**config.mk**
```make
export PLATFORM = sky130hd
export DESIGN_NAME = usart_clkgen
export DESIGN_NICKNAME = d
export VERILOG_FILES = /design/src/rtl/usart_clkgen_pkg.sv /design/src/rtl/usart_clkgen_ctrl.sv /design/src/rtl/usart_clkgen_dp.sv /design/src/rtl/usart_clkgen.sv
export SDC_FILE = /design/constraint.sdc
export NUM_CORES = 1
export LEC_CHECK = 0
export BUFFER_PORTS_ARGS = -buffer_cell sky130_fd_sc_hd__buf_2
export CORE_MARGIN = 2
export CORE_UTILIZATION = 36
export DETAILED_ROUTE_END_ITERATION = 8
export PLACE_DENSITY_LB_ADDON = 0.3
export RECOVER_POWER = 25
export SLEW_MARGIN = 20
export SYNTH_ARGS = -nofsm -noshare
export SYNTH_HDL_FRONTEND = slang
export SYNTH_SLANG_ARGS = --single-unit
```
**constraint.sdc**
```tcl
create_clock -name clk -period 5.2 [get_ports clk]
set_input_delay 1.04 -clock clk [delete_from_list [all_inputs] [get_ports clk]]
set_output_delay 1.04 -clock clk [all_outputs]
set_load 0.02 [all_outputs]
```
**src/rtl/usart_clkgen_pkg.sv**
```systemverilog
package usart_clkgen_pkg;

  typedef enum logic [1:0] {
    MODE_ASYNC_NORM,
    MODE_ASYNC_DBL,
    MODE_SYNC_MASTER,
    MODE_SYNC_SLAVE
  } clkMode_e;

  // Strobes from control to datapath, all valid within one cycle
  typedef struct packed {
    logic cntLoad;
    logic baseTick;
    logic subClr;
    logic subInc;
    logic xckToggle;
    logic xckClr;
    logic ovsTick;
    logic bitTick;
    logic sampleStb;
    logic changeStb;
  } clkStb_t;

endpackage

```
**src/rtl/usart_clkgen_ctrl.sv**
```systemverilog
module usart_clkgen_ctrl
  import usart_clkgen_pkg::*;
#(
  parameter int OVS_NORM = 16,
  parameter int OVS_DBL  = 8,
  parameter int SUB_W    = $clog2(OVS_NORM)
) (
  input  logic             divWr,
  input  logic             cntZero,
  input  logic [SUB_W-1:0] subCnt,
  input  logic             xckLevel,
  input  logic             xsNow,
  input  logic             xsPrev,
  input  logic             syncMode,
  input  logic             masterMode,
  input  logic             doubleSpeed,
  input  logic             changeOnFalling,
  output clkStb_t          stb
);

  localparam logic [SUB_W-1:0] LAST_NORM = SUB_W'(OVS_NORM - 1);
  localparam logic [SUB_W-1:0] LAST_DBL  = SUB_W'(OVS_DBL - 1);

  clkMode_e         mode;
  logic             isAsync;
  logic [SUB_W-1:0] lastSub;
  logic             atLast;
  logic             riseEv;
  logic             fallEv;

  always_comb begin
    if (syncMode) mode = masterMode ? MODE_SYNC_MASTER : MODE_SYNC_SLAVE;
    else          mode = doubleSpeed ? MODE_ASYNC_DBL : MODE_ASYNC_NORM;
  end

  always_comb begin
    isAsync = (mode == MODE_ASYNC_NORM) || (mode == MODE_ASYNC_DBL);
    lastSub = (mode == MODE_ASYNC_DBL) ? LAST_DBL : LAST_NORM;
    atLast  = (subCnt == lastSub);
    riseEv  = 1'b0;
    fallEv  = 1'b0;
    stb     = '0;

    stb.cntLoad  = divWr | cntZero;
    stb.baseTick = cntZero & ~divWr;
    stb.subInc   = stb.baseTick & isAsync;
    stb.subClr   = divWr | ~isAsync | (stb.subInc & atLast);
    stb.ovsTick  = stb.subInc;
    stb.bitTick  = stb.subInc & atLast;

    case (mode)
      MODE_SYNC_MASTER: begin
        stb.xckToggle = stb.baseTick;
        riseEv        = stb.baseTick & ~xckLevel;
        fallEv        = stb.baseTick & xckLevel;
      end
      MODE_SYNC_SLAVE: begin
        stb.xckClr = 1'b1;
        riseEv     = xsNow & ~xsPrev;
        fallEv     = ~xsNow & xsPrev;
      end
      default: stb.xckClr = 1'b1;
    endcase

    stb.changeStb = changeOnFalling ? fallEv : riseEv;
    stb.sampleStb = changeOnFalling ? riseEv : fallEv;
  end

endmodule

```
**src/rtl/usart_clkgen_dp.sv**
```systemverilog
module usart_clkgen_dp
  import usart_clkgen_pkg::*;
#(
  parameter int DIV_W = 12,
  parameter int SUB_W = 4
) (
  input  logic             clk,
  input  logic             rstN,
  input  logic [DIV_W-1:0] divisor,
  input  logic             xckIn,
  input  clkStb_t          stb,
  output logic             cntZero,
  output logic [SUB_W-1:0] subCnt,
  output logic             xckLevel,
  output logic             xsNow,
  output logic             xsPrev,
  output logic             ovsTickQ,
  output logic             bitTickQ,
  output logic             sampleStbQ,
  output logic             changeStbQ
);

  logic [DIV_W-1:0] cnt;

  assign cntZero = (cnt == '0);

  always_ff @(posedge clk) begin
    if (!rstN) begin
      cnt        <= '0;
      subCnt     <= '0;
      xsNow      <= 1'b0;
      xsPrev     <= 1'b0;
      xckLevel   <= 1'b0;
      ovsTickQ   <= 1'b0;
      bitTickQ   <= 1'b0;
      sampleStbQ <= 1'b0;
      changeStbQ <= 1'b0;
    end else begin
      cnt <= stb.cntLoad ? divisor : cnt - 1'b1;

      if (stb.subClr)      subCnt <= '0;
      else if (stb.subInc) subCnt <= subCnt + 1'b1;

      xsNow  <= xckIn;
      xsPrev <= xsNow;

      if (stb.xckClr)         xckLevel <= 1'b0;
      else if (stb.xckToggle) xckLevel <= ~xckLevel;

      ovsTickQ   <= stb.ovsTick;
      bitTickQ   <= stb.bitTick;
      sampleStbQ <= stb.sampleStb;
      changeStbQ <= stb.changeStb;
    end
  end

endmodule

```
**src/rtl/usart_clkgen.sv**
```systemverilog
module usart_clkgen
  import usart_clkgen_pkg::*;
#(
  parameter int DIV_W    = 12,
  parameter int OVS_NORM = 16,
  parameter int OVS_DBL  = 8
) (
  input  logic             clk,
  input  logic             rstN,
  input  logic [DIV_W-1:0] divisor,
  input  logic             divisorWr,
  input  logic             syncMode,
  input  logic             masterMode,
  input  logic             doubleSpeed,
  input  logic             changeOnFalling,
  input  logic             xckIn,
  output logic             xckOut,
  output logic             xckOe,
  output logic             rxOvsTick,
  output logic             txBitTick,
  output logic             syncSampleStb,
  output logic             syncChangeStb
);

  localparam int SUB_W = $clog2(OVS_NORM);

  clkStb_t          stb;
  logic             cntZero;
  logic [SUB_W-1:0] subCnt;
  logic             xsNow;
  logic             xsPrev;

  assign xckOe = syncMode & masterMode;

  usart_clkgen_ctrl #(
    .OVS_NORM(OVS_NORM), .OVS_DBL(OVS_DBL), .SUB_W(SUB_W)
  ) ctrl_i (
    .divWr(divisorWr), .cntZero(cntZero), .subCnt(subCnt),
    .xckLevel(xckOut), .xsNow(xsNow), .xsPrev(xsPrev),
    .syncMode(syncMode), .masterMode(masterMode),
    .doubleSpeed(doubleSpeed), .changeOnFalling(changeOnFalling),
    .stb(stb)
  );

  usart_clkgen_dp #(
    .DIV_W(DIV_W), .SUB_W(SUB_W)
  ) dp_i (
    .clk(clk), .rstN(rstN), .divisor(divisor), .xckIn(xckIn), .stb(stb),
    .cntZero(cntZero), .subCnt(subCnt), .xckLevel(xckOut),
    .xsNow(xsNow), .xsPrev(xsPrev),
    .ovsTickQ(rxOvsTick), .bitTickQ(txBitTick),
    .sampleStbQ(syncSampleStb), .changeStbQ(syncChangeStb)
  );

endmodule

```
### Word-level counts from Yosys, hierarchy flattened

Index checks and enable logic that the tools add are counted.

| word-level totals | value |
|---|---|
| register bits after elaboration | 23 |
| bits in latches | 0 |
| bits in writable memories | 0 |
| memory bits (read-only) | 0 |
| input bits | 20 |
| output and inout bits | 6 |
| word-level logic and storage cells | 47 |
| memories | 0 |

| operators by class | value |
|---|---|
| $add $sub $neg | 2 |
| $mul | 0 |
| divide/modulo/power cells | 0 |
| order comparisons | 0 |
| equality and inequality tests | 4 |
| shift-type cells | 0 |
| mux-type cells | 10 |
| bitwise gates (word level) | 17 |
| reductions and logical operators | 5 |

Operators by type and width:

| operator | count |
|---|---|
| $logic_not A12 Y1 | 1 |
| $mux W12 | 1 |
| $sub A12 B1 Y12 const B | 1 |
| $and A1 B1 Y1 | 8 |
| $not A1 Y1 | 6 |
| $mux W1 | 5 |
| $add A4 B1 Y4 const B | 1 |
| $eq A2 B2 Y1 const B | 2 |
| $eq A4 B4 Y1 | 1 |
| $mux W4 | 1 |
| $pmux W1 S2 | 2 |
| $or A1 B1 Y1 | 3 |
| $eq A2 B1 Y1 const B | 1 |
| $logic_not A2 Y1 | 1 |
| $mux W2 | 1 |
| $reduce_and A2 Y1 | 1 |
| $reduce_or A2 Y1 | 1 |
| $logic_or A1 B1 Y1 | 1 |

### Depth between registers and ports, before layout

Gate-level depths: netlist of the first run.

| logic depth | value |
|---|---|
| depth in word-level cells | 8 |
| mapped depth | 7 |
| gate-level depth less buffers | 6 |

### Hierarchy

A second synthesis of the first run with hierarchy kept.

| second synthesis, totals | value |
|---|---|
| cell total of the unflattened synthesis | 128 |
| area total of the unflattened synthesis | 1148.6 um^2 |

By module, submodules not included:

| module | instances | cells an instance | area each (um^2) | seq. area each (um^2) |
|---|---|---|---|---|
| usart_clkgen_dp | 1 | 109 | 998.5 | 460.4 |
| usart_clkgen_ctrl | 1 | 18 | 143.9 | 0.0 |
| usart_clkgen | 1 | 1 | 6.3 | 0.0 |

### Least setup slack after synthesis of the first run

OpenSTA, ideal clock, no wires.

| timing path | value |
|---|---|
| path kind | input-to-output |
| start | input port masterMode |
| end | output port xckOe |
| data arrival time | 1.272 ns |
| required time | 4.160 ns |
| setup slack | 2.888 ns |
| stages | 1 |
| buffers on the path | 0 |
| path through | and2_1 |

| on the way | value |
|---|---|
| cells in the longest elaborated chain, start to end | 1 |

RTL lines:

| element | RTL line | RTL |
|---|---|---|
| start: declaration | usart_clkgen.sv:13 | `input logic masterMode,` |
| $and A1 B1 Y1 | usart_clkgen.sv:33 | `assign xckOe = syncMode & masterMode;` |
| end: declaration | usart_clkgen.sv:18 | `output logic xckOe,` |

No other way between the ends.

### Final worst setup path of the first run

| timing path | value |
|---|---|
| start | input port syncMode |
| end | output port xckOe |

| on the way | value |
|---|---|
| cells in the longest elaborated chain, start to end | 1 |

RTL lines:

| element | RTL line | RTL |
|---|---|---|
| start: declaration | usart_clkgen.sv:12 | `input logic syncMode,` |
| $and A1 B1 Y1 | usart_clkgen.sv:33 |  |

No other way between the ends.

==> results of run 1 <==
## sequential cells by signal, indices dropped and copies added, names as in the netlist
name             flops
dp_i.cnt            12
dp_i.sampleStbQ      1
dp_i.xsNow           1
dp_i.xckLevel        1
dp_i.bitTickQ        1
dp_i.changeStbQ      1
dp_i.xsPrev          1
dp_i.ovsTickQ        1
dp_i.subCnt          4
## metrics by stage
| stage | util | total power (uW) | instance area, um^2 | hold slack (ps) | instances |
|---|---|---|---|---|---|
| 6_report | 0.4240 | 372.3 | 1393 | 509.6 | 207 |
| 5_1_grt | 0.4240 | 393.0 | 1393 | 522.9 | 207 |
| 4_1_cts | 0.4259 | 374.9 | 1399 | 506.9 | 207 |
| 3_5_place_dp | 0.4175 | 291.0 | 1371 | 482.3 | 203 |
| 3_3_place_gp | 0.4175 | 288.1 | 1371 | 469.8 | 203 |
| 2_1_floorplan | - | 268.3 | 1206 | 450.0 | 136 |
## per-layer routing
metal | vias to the layer above | GRT usage | wire, um
li1 | 558 | - | -
met5 | - | 0 | 0
met4 | 0 | 0.06383 | 48
met1 | 504 | 0.1824 | 1144
met3 | 7 | 0.02692 | 81
met2 | 15 | 0.2436 | 1180
## cells by family (layout without fill, tap and decap cells)
| kind of cell | Yosys count | count (layout) | synth area share |
|---|---|---|---|
| buffers and inverters | 9 | 34 | 0.03008 |
| adder cells (fa/ha/maj) | 3 | 3 | 0.03112 |
| AO/OA/AOI/OAI | 35 | 35 | 0.2127 |
| AND/OR/NAND/NOR | 60 | 60 | 0.3008 |
| XOR/XNOR | 6 | 6 | 0.04358 |
| flip-flops | 23 | 23 | 0.3817 |
## final timing paths
| check | from | end | cells after the start |
|---|---|---|---|
| max | syncMode | xckOe | 3 |
| max reg2reg | dp_i.cnt[0]$_SDFF_PN0_ | dp_i.cnt[7]$_SDFF_PN0_ | 6 |
| min | dp_i.subCnt[1]$_SDFFE_PP0P_ | dp_i.subCnt[1]$_SDFFE_PP0P_ | 2 |
| min reg2reg | dp_i.subCnt[1]$_SDFFE_PP0P_ | dp_i.subCnt[1]$_SDFFE_PP0P_ | 2 |
## power groups by stage
stage / Combinational, uW / Sequential [uW] / Clock [uW]
after floorplan: 64.3 / 204 / 0
after global placement: 81.9 / 206 / 0
after detailed placement: 84.5 / 206 / 0
after CTS: 84.7 / 203 / 87.4
after global routing: 95.1 / 205 / 93.3
final: 83.3 / 203 / 86.0
## worst max-delay path, delay by kind of cell
family	cells	cell delay (ps)
buffers and inverters	2	290
and+or+nand+nor	1	150
## final cells by class
cell class                 count  area, um^2  area share
clock buffer                   3       22.52     0.01617
inverter                       5       18.77     0.01348
clock inverter                 1       5.005    0.003594
tap                           46       57.56     0.04133
multi-input combinational    104       709.4      0.5094
timing repair buffer          25       118.9     0.08535
sequential                    23       460.4      0.3306
## placed cells by master (no fill, tap or decap), drive strengths merged, types with 2 or more instances in the layout
cell type and n:
ha 3, clkinv 2, o21ai 8, o2111a 2
o22ai 2, a41oi 2, dfxtp 23, o211ai 2
a211oi 5, nor4 4, xor2 3, or3 3
nand3b 2, nand3 5, inv 4, buf 20
nand2 12, o31ai 2, a311oi 2, nor2 16
a21oi 6, and2 3, xnor2 3, nor3b 3
nor4bb 3, clkbuf 8, nor3 2, nor2b 2
==> impl_metrics.json, run 1 <==
{
  "grt_pass1_wl_mm": 4.146,
  "syn_nets": 159,
  "synthTopCellsByArea": "dfxtp_1 (38%), nor2_1 (5.0%), nand2_1 (3.7%)",
  "yosysUniqueCellTypes": 41,
  "p_comb_frac": 0.224,
  "globalplace.congestion": 0.7617,
  "htreeDepth": 1,
  "clkSinkCount": 23,
  "place_ws_ps": 2676,
  "cts_root_buf": "clkbuf_4",
  "syn_area_per_cell_um2": 8.869,
  "p_leak_uw": 0.0005042,
  "yosys.cell_count.top_type": "dfxtp_1",
  "drv_cap": 0,
  "path_class": "input pin to output port",
  "cts_resized": 0,
  "p_seq_frac": 0.545,
  "tritoncts": "done",
  "drive_gt1_frac": 0.1988,
  "fillerInstances": 329,
  "hold_viol": 0,
  "cts_hold_buf": 0,
  "switching_share": 0.3217,
  "postCtsSetupBuffers": 0,
  "grt_usage": 0.1456,
  "dr_total_vias": 1084,
  "tightest_slew_ps": 876.3,
  "clock_path_buffers": 2,
  "drc_errors": 0,
  "wl_per_cell_um": 11.86,
  "grt_max_degree": 22,
  "drt-pass1-iter-count": 4,
  "p_per_area_nw_per_um2": 267.3,
  "timing.slew.headroom": 0.4158,
  "crit_slowest_cell": "buf_2",
  "drt_iter0_markers": 41,
  "die-area_um2": 3829,
  "period_share": 0.4854,
  "die_w_um": 61.88,
  "synth_seq_area_share": 0.3817,
  "syn2layout_area_growth_pct": 15.46,
  "timing.critical_path.mode_cell": "buf_2",
  "hold_path.class": "flip-flop to flip-flop",
  "fin_ws_ps": 2676,
  "internal_power_uw": 252.5,
  "grt_setup_unrepaired": "false",
  "grt_pass1_vias": 957,
  "synth_edf_count": 0,
  "slew_violations": 0,
  "nets": 185,
  "final.setup.tns_ps": 0,
  "vias_per_cell": 5.237,
  "status": "complete, no violations",
  "core_area_um2": 3284,
  "worstSetupStartpointType": "input pin",
  "synthesis.area_um2": 1206,
  "overflow": 0,
  "ys_async_sr_fraction": 0,
  "p_sw_uw": 119.8,
  "ys_warn_count": 0,
  "fin_crit_ps": 2524,
  "num_antenna_cells": 0,
  "io_buffers": 25,
  "ys.flop_type": "dfxtp_1",
  "fmax_mhz": 396.2,
  "chipHeight_um": 61.88,
  "hpwl_mm": 1.854,
  "peakVddDrop_uv": 93.46,
  "row_count": 21,
  "synthCells": 136,
  "io_pins": 26,
  "synth_top_cell_by_area": "dfxtp_1",
  "path_cells": "buf_2 > and2_1 > buf_2",
  "clock_latency_ps": 330,
  "wl_mm": 2.454,
  "cpPeakStageDelay_ps": 160,
  "cp_max_fo": 7,
  "arrival_ps": 1480,
  "cts_buffers": 3,
  "clk_pin_slew_worst_paths_ps": 140,
  "required_ps": 4160,
  "end_kind": "output port",
  "setup_violations": 0,
  "synth-seq-cells": 23,
  "start_util": 0.3672,
  "antenna_found_initial": 0,
  "netlist_top_cells_count": "dfxtp_1 (23), nor2_1 (16), nand2_1 (12), o21ai_0 (8), a21oi_1 (6)",
  "power_frac_clock": 0.231,
  "detail-route-antenna-nets": 0,
  "skew_ps": 11.32,
  "synth_top_area_frac": 0.3817,
  "r2r_setup_slack_ps": 3040
}
Note: power is estimated with default switching activity, not from simulation.
==> inputs of run 2 (changes only) <==
==> constraint.sdc (replaced) <==
create_clock -name clk -period 2.4 [get_ports clk]
set_input_delay 0.48 -clock clk [delete_from_list [all_inputs] [get_ports clk]]
set_output_delay 0.48 -clock clk [all_outputs]
set_load 0.02 [all_outputs]
==> run 2 against run 1 <==
Compared with the run above:
- register-to-register slack got worse by 2400 ps
- design area rose by 2.1%
- critical path depth rose by 3
- total power rose by 120%
- worst hold slack got worse by 150 ps
- clock skew fell by 1.8 ps
- non-clock buffer count rose by 4
- clock power rose by 110%
- highest routed layer unchanged
- via count barely moved
- sequential power rose by 120%
- die area did not move
- critical endpoint is now dp_i.subCnt[0]$_SDFFE_PP0P_
- flip-flop and latch count did not move
==> impl_metrics.json, run 2 (synthesis results as in run 1) <==
{
  "status": "complete, no violations",
  "period_share": 0.7423,
  "p_leak_uw": 0.0005185,
  "cts_hold_buf": 0,
  "grt_setup_unrepaired": "false",
  "vias_per_cell": 5.133,
  "fmax_mhz": 561.3,
  "skew_ps": 9.565,
  "reg2reg_to": "dp_i.subCnt[0]$_SDFFE_PP0P_",
  "largest_register": "dp_i.cnt",
  "grt_pass1_wl_mm": 4.084,
  "tightest_slew_ps": 595.9,
  "cts_root_buf": "clkbuf_4",
  "overflow": 0,
  "hold_viol": 0,
  "grt_usage": 0.1452,
  "met2WireLength_mm": 1.237,
  "clock_latency_ps": 310,
  "r2r_setup_slack_ps": 620,
  "core_area_um2": 3284,
  "largest_registers": "dp_i.cnt: 12 flops, dp_i.subCnt: 4 flops",
  "io_buffers": 25,
  "met1_length_mm": 1.225,
  "drt_iter0_markers": 54,
  "largest_reg_flops": 12,
  "io_pins": 26,
  "syn2layout_area_growth_pct": 17.84,
  "cts_buffers": 3,
  "hpwl_mm": 1.925,
  "fin_area_um2": 1421,
  "place_area_um2": 1401,
  "die_w_um": 61.88,
  "worstSetupStartpointType": "flip-flop",
  "end_kind": "flip-flop",
  "drv_cap": 0,
  "grt_max_degree": 14,
  "clock_path_buffers": 2,
  "clkSinkCount": 23,
  "fillerInstances": 361,
  "slew_violations": 0,
  "tritoncts": "done",
  "clk_pin_slew_worst_paths_ps": 140,
  "row_count": 21,
  "cp_max_fo": 10,
  "wl_per_cell_um": 12.00,
  "grt_pass1_vias": 951,
  "r2r_cells": 6,
  "crit_end": "dp_i.subCnt[0]$_SDFFE_PP0P_",
  "path_class": "flip-flop to flip-flop",
  "nets": 189,
  "start_util": 0.3672,
  "chipHeight_um": 61.88,
  "dr_total_vias": 1083,
  "num_antenna_cells": 0,
  "fin_crit_ps": 1782,
  "die-area_um2": 3829,
  "arrival_ps": 2020,
  "top_layer_used": "met4",
  "peakVddDrop_uv": 226.5,
  "htreeDepth": 1,
  "drt-pass1-iter-count": 4,
  "postCtsSetupBuffers": 0,
  "dr_wl_met3_um": 45,
  "required_ps": 2640,
  "setup_violations": 0,
  "cts_resized": 0,
  "critPathLaunch": "dp_i.cnt[0]$_SDFF_PN0_",
  "min-delay-start": "xckIn",
  "drc_errors": 0,
  "globalplace.congestion": 0.7948,
  "timing.slew.headroom": 0.6019,
  "wl_mm": 2.533,
  "r2r_start": "dp_i.cnt[0]$_SDFF_PN0_",
  "antenna_found_initial": 0,
  "final.setup.tns_ps": 0,
  "drive_gt1_frac": 0.2121,
  "detail-route-antenna-nets": 0,
  "hold-path-cell-count": 2,
  "p_per_area_nw_per_um2": 572.9,
  "final_cell_mix": "dfxtp_1 (23), buf_2 (19), nor2_1 (16)",
  "final_common_cell": "dfxtp_1",
  "hold_path.class": "input pin to flip-flop"
}
run 2: area by class of cell:
| cell class | instances | area (um^2) | share of cell area |
|---|---|---|---|
| clock inverter | 1 | 5.005 | 0.003521 |
| tap | 46 | 57.56 | 0.04049 |
| sequential | 23 | 460.4 | 0.3239 |
| multi-input combinational | 104 | 709.4 | 0.4991 |
| inverter | 5 | 18.77 | 0.01320 |
| clock buffer | 3 | 22.52 | 0.01585 |
| timing repair buffer | 29 | 147.6 | 0.1039 |
run 2: worst max-delay path: stages, from the launching register on:
cell	delay, ps
dfxtp_1	370
inv_1	110
ha_1	170
nor2b_1	360
nand4_4	230
o21bai_1	260
o31ai_1	210
run 2: worst min-delay path by stage:
stage | to | slack [ps]
2_1_floorplan | dp_i.xsPrev$_SDFF_PN0_ | 450
3_3_place_gp | dp_i.xsPrev$_SDFF_PN0_ | 470
3_5_place_dp | dp_i.xsPrev$_SDFF_PN0_ | 470
4_1_cts | dp_i.xsNow$_SDFF_PN0_ | 350
5_1_grt | dp_i.xsNow$_SDFF_PN0_ | 340
6_report | dp_i.xsNow$_SDFF_PN0_ | 360
run 2: per-layer routing:
metal	global-route usage	up-vias
met2	0.2481	10
li1	-	565
met1	0.1786	506
met3	0.03106	2
met5	0	-
met4	0.05471	0
run 2: stage by stage:
step | cells | util | hold slack (ps) | setup WS, ps | power [uW]
global placement | 207 | 0.4267 | 466.4 | 699.7 | 636.6
finish | 211 | 0.4328 | 361.5 | 618.4 | 814.3
detailed placement | 207 | 0.4267 | 472.1 | 627.2 | 641.2
floorplan | 136 | - | 450.0 | 761.6 | 581.3
global route | 211 | 0.4328 | 339.8 | 409.3 | 872.7
CTS | 211 | 0.4350 | 349.0 | 599.6 | 827.9
run 2: where the power goes:
part           internal [uW]  switching (uW)  total [uW]
combinational           85.4             106         191
clock                   62.2             121         184
sequential               407            32.6         439
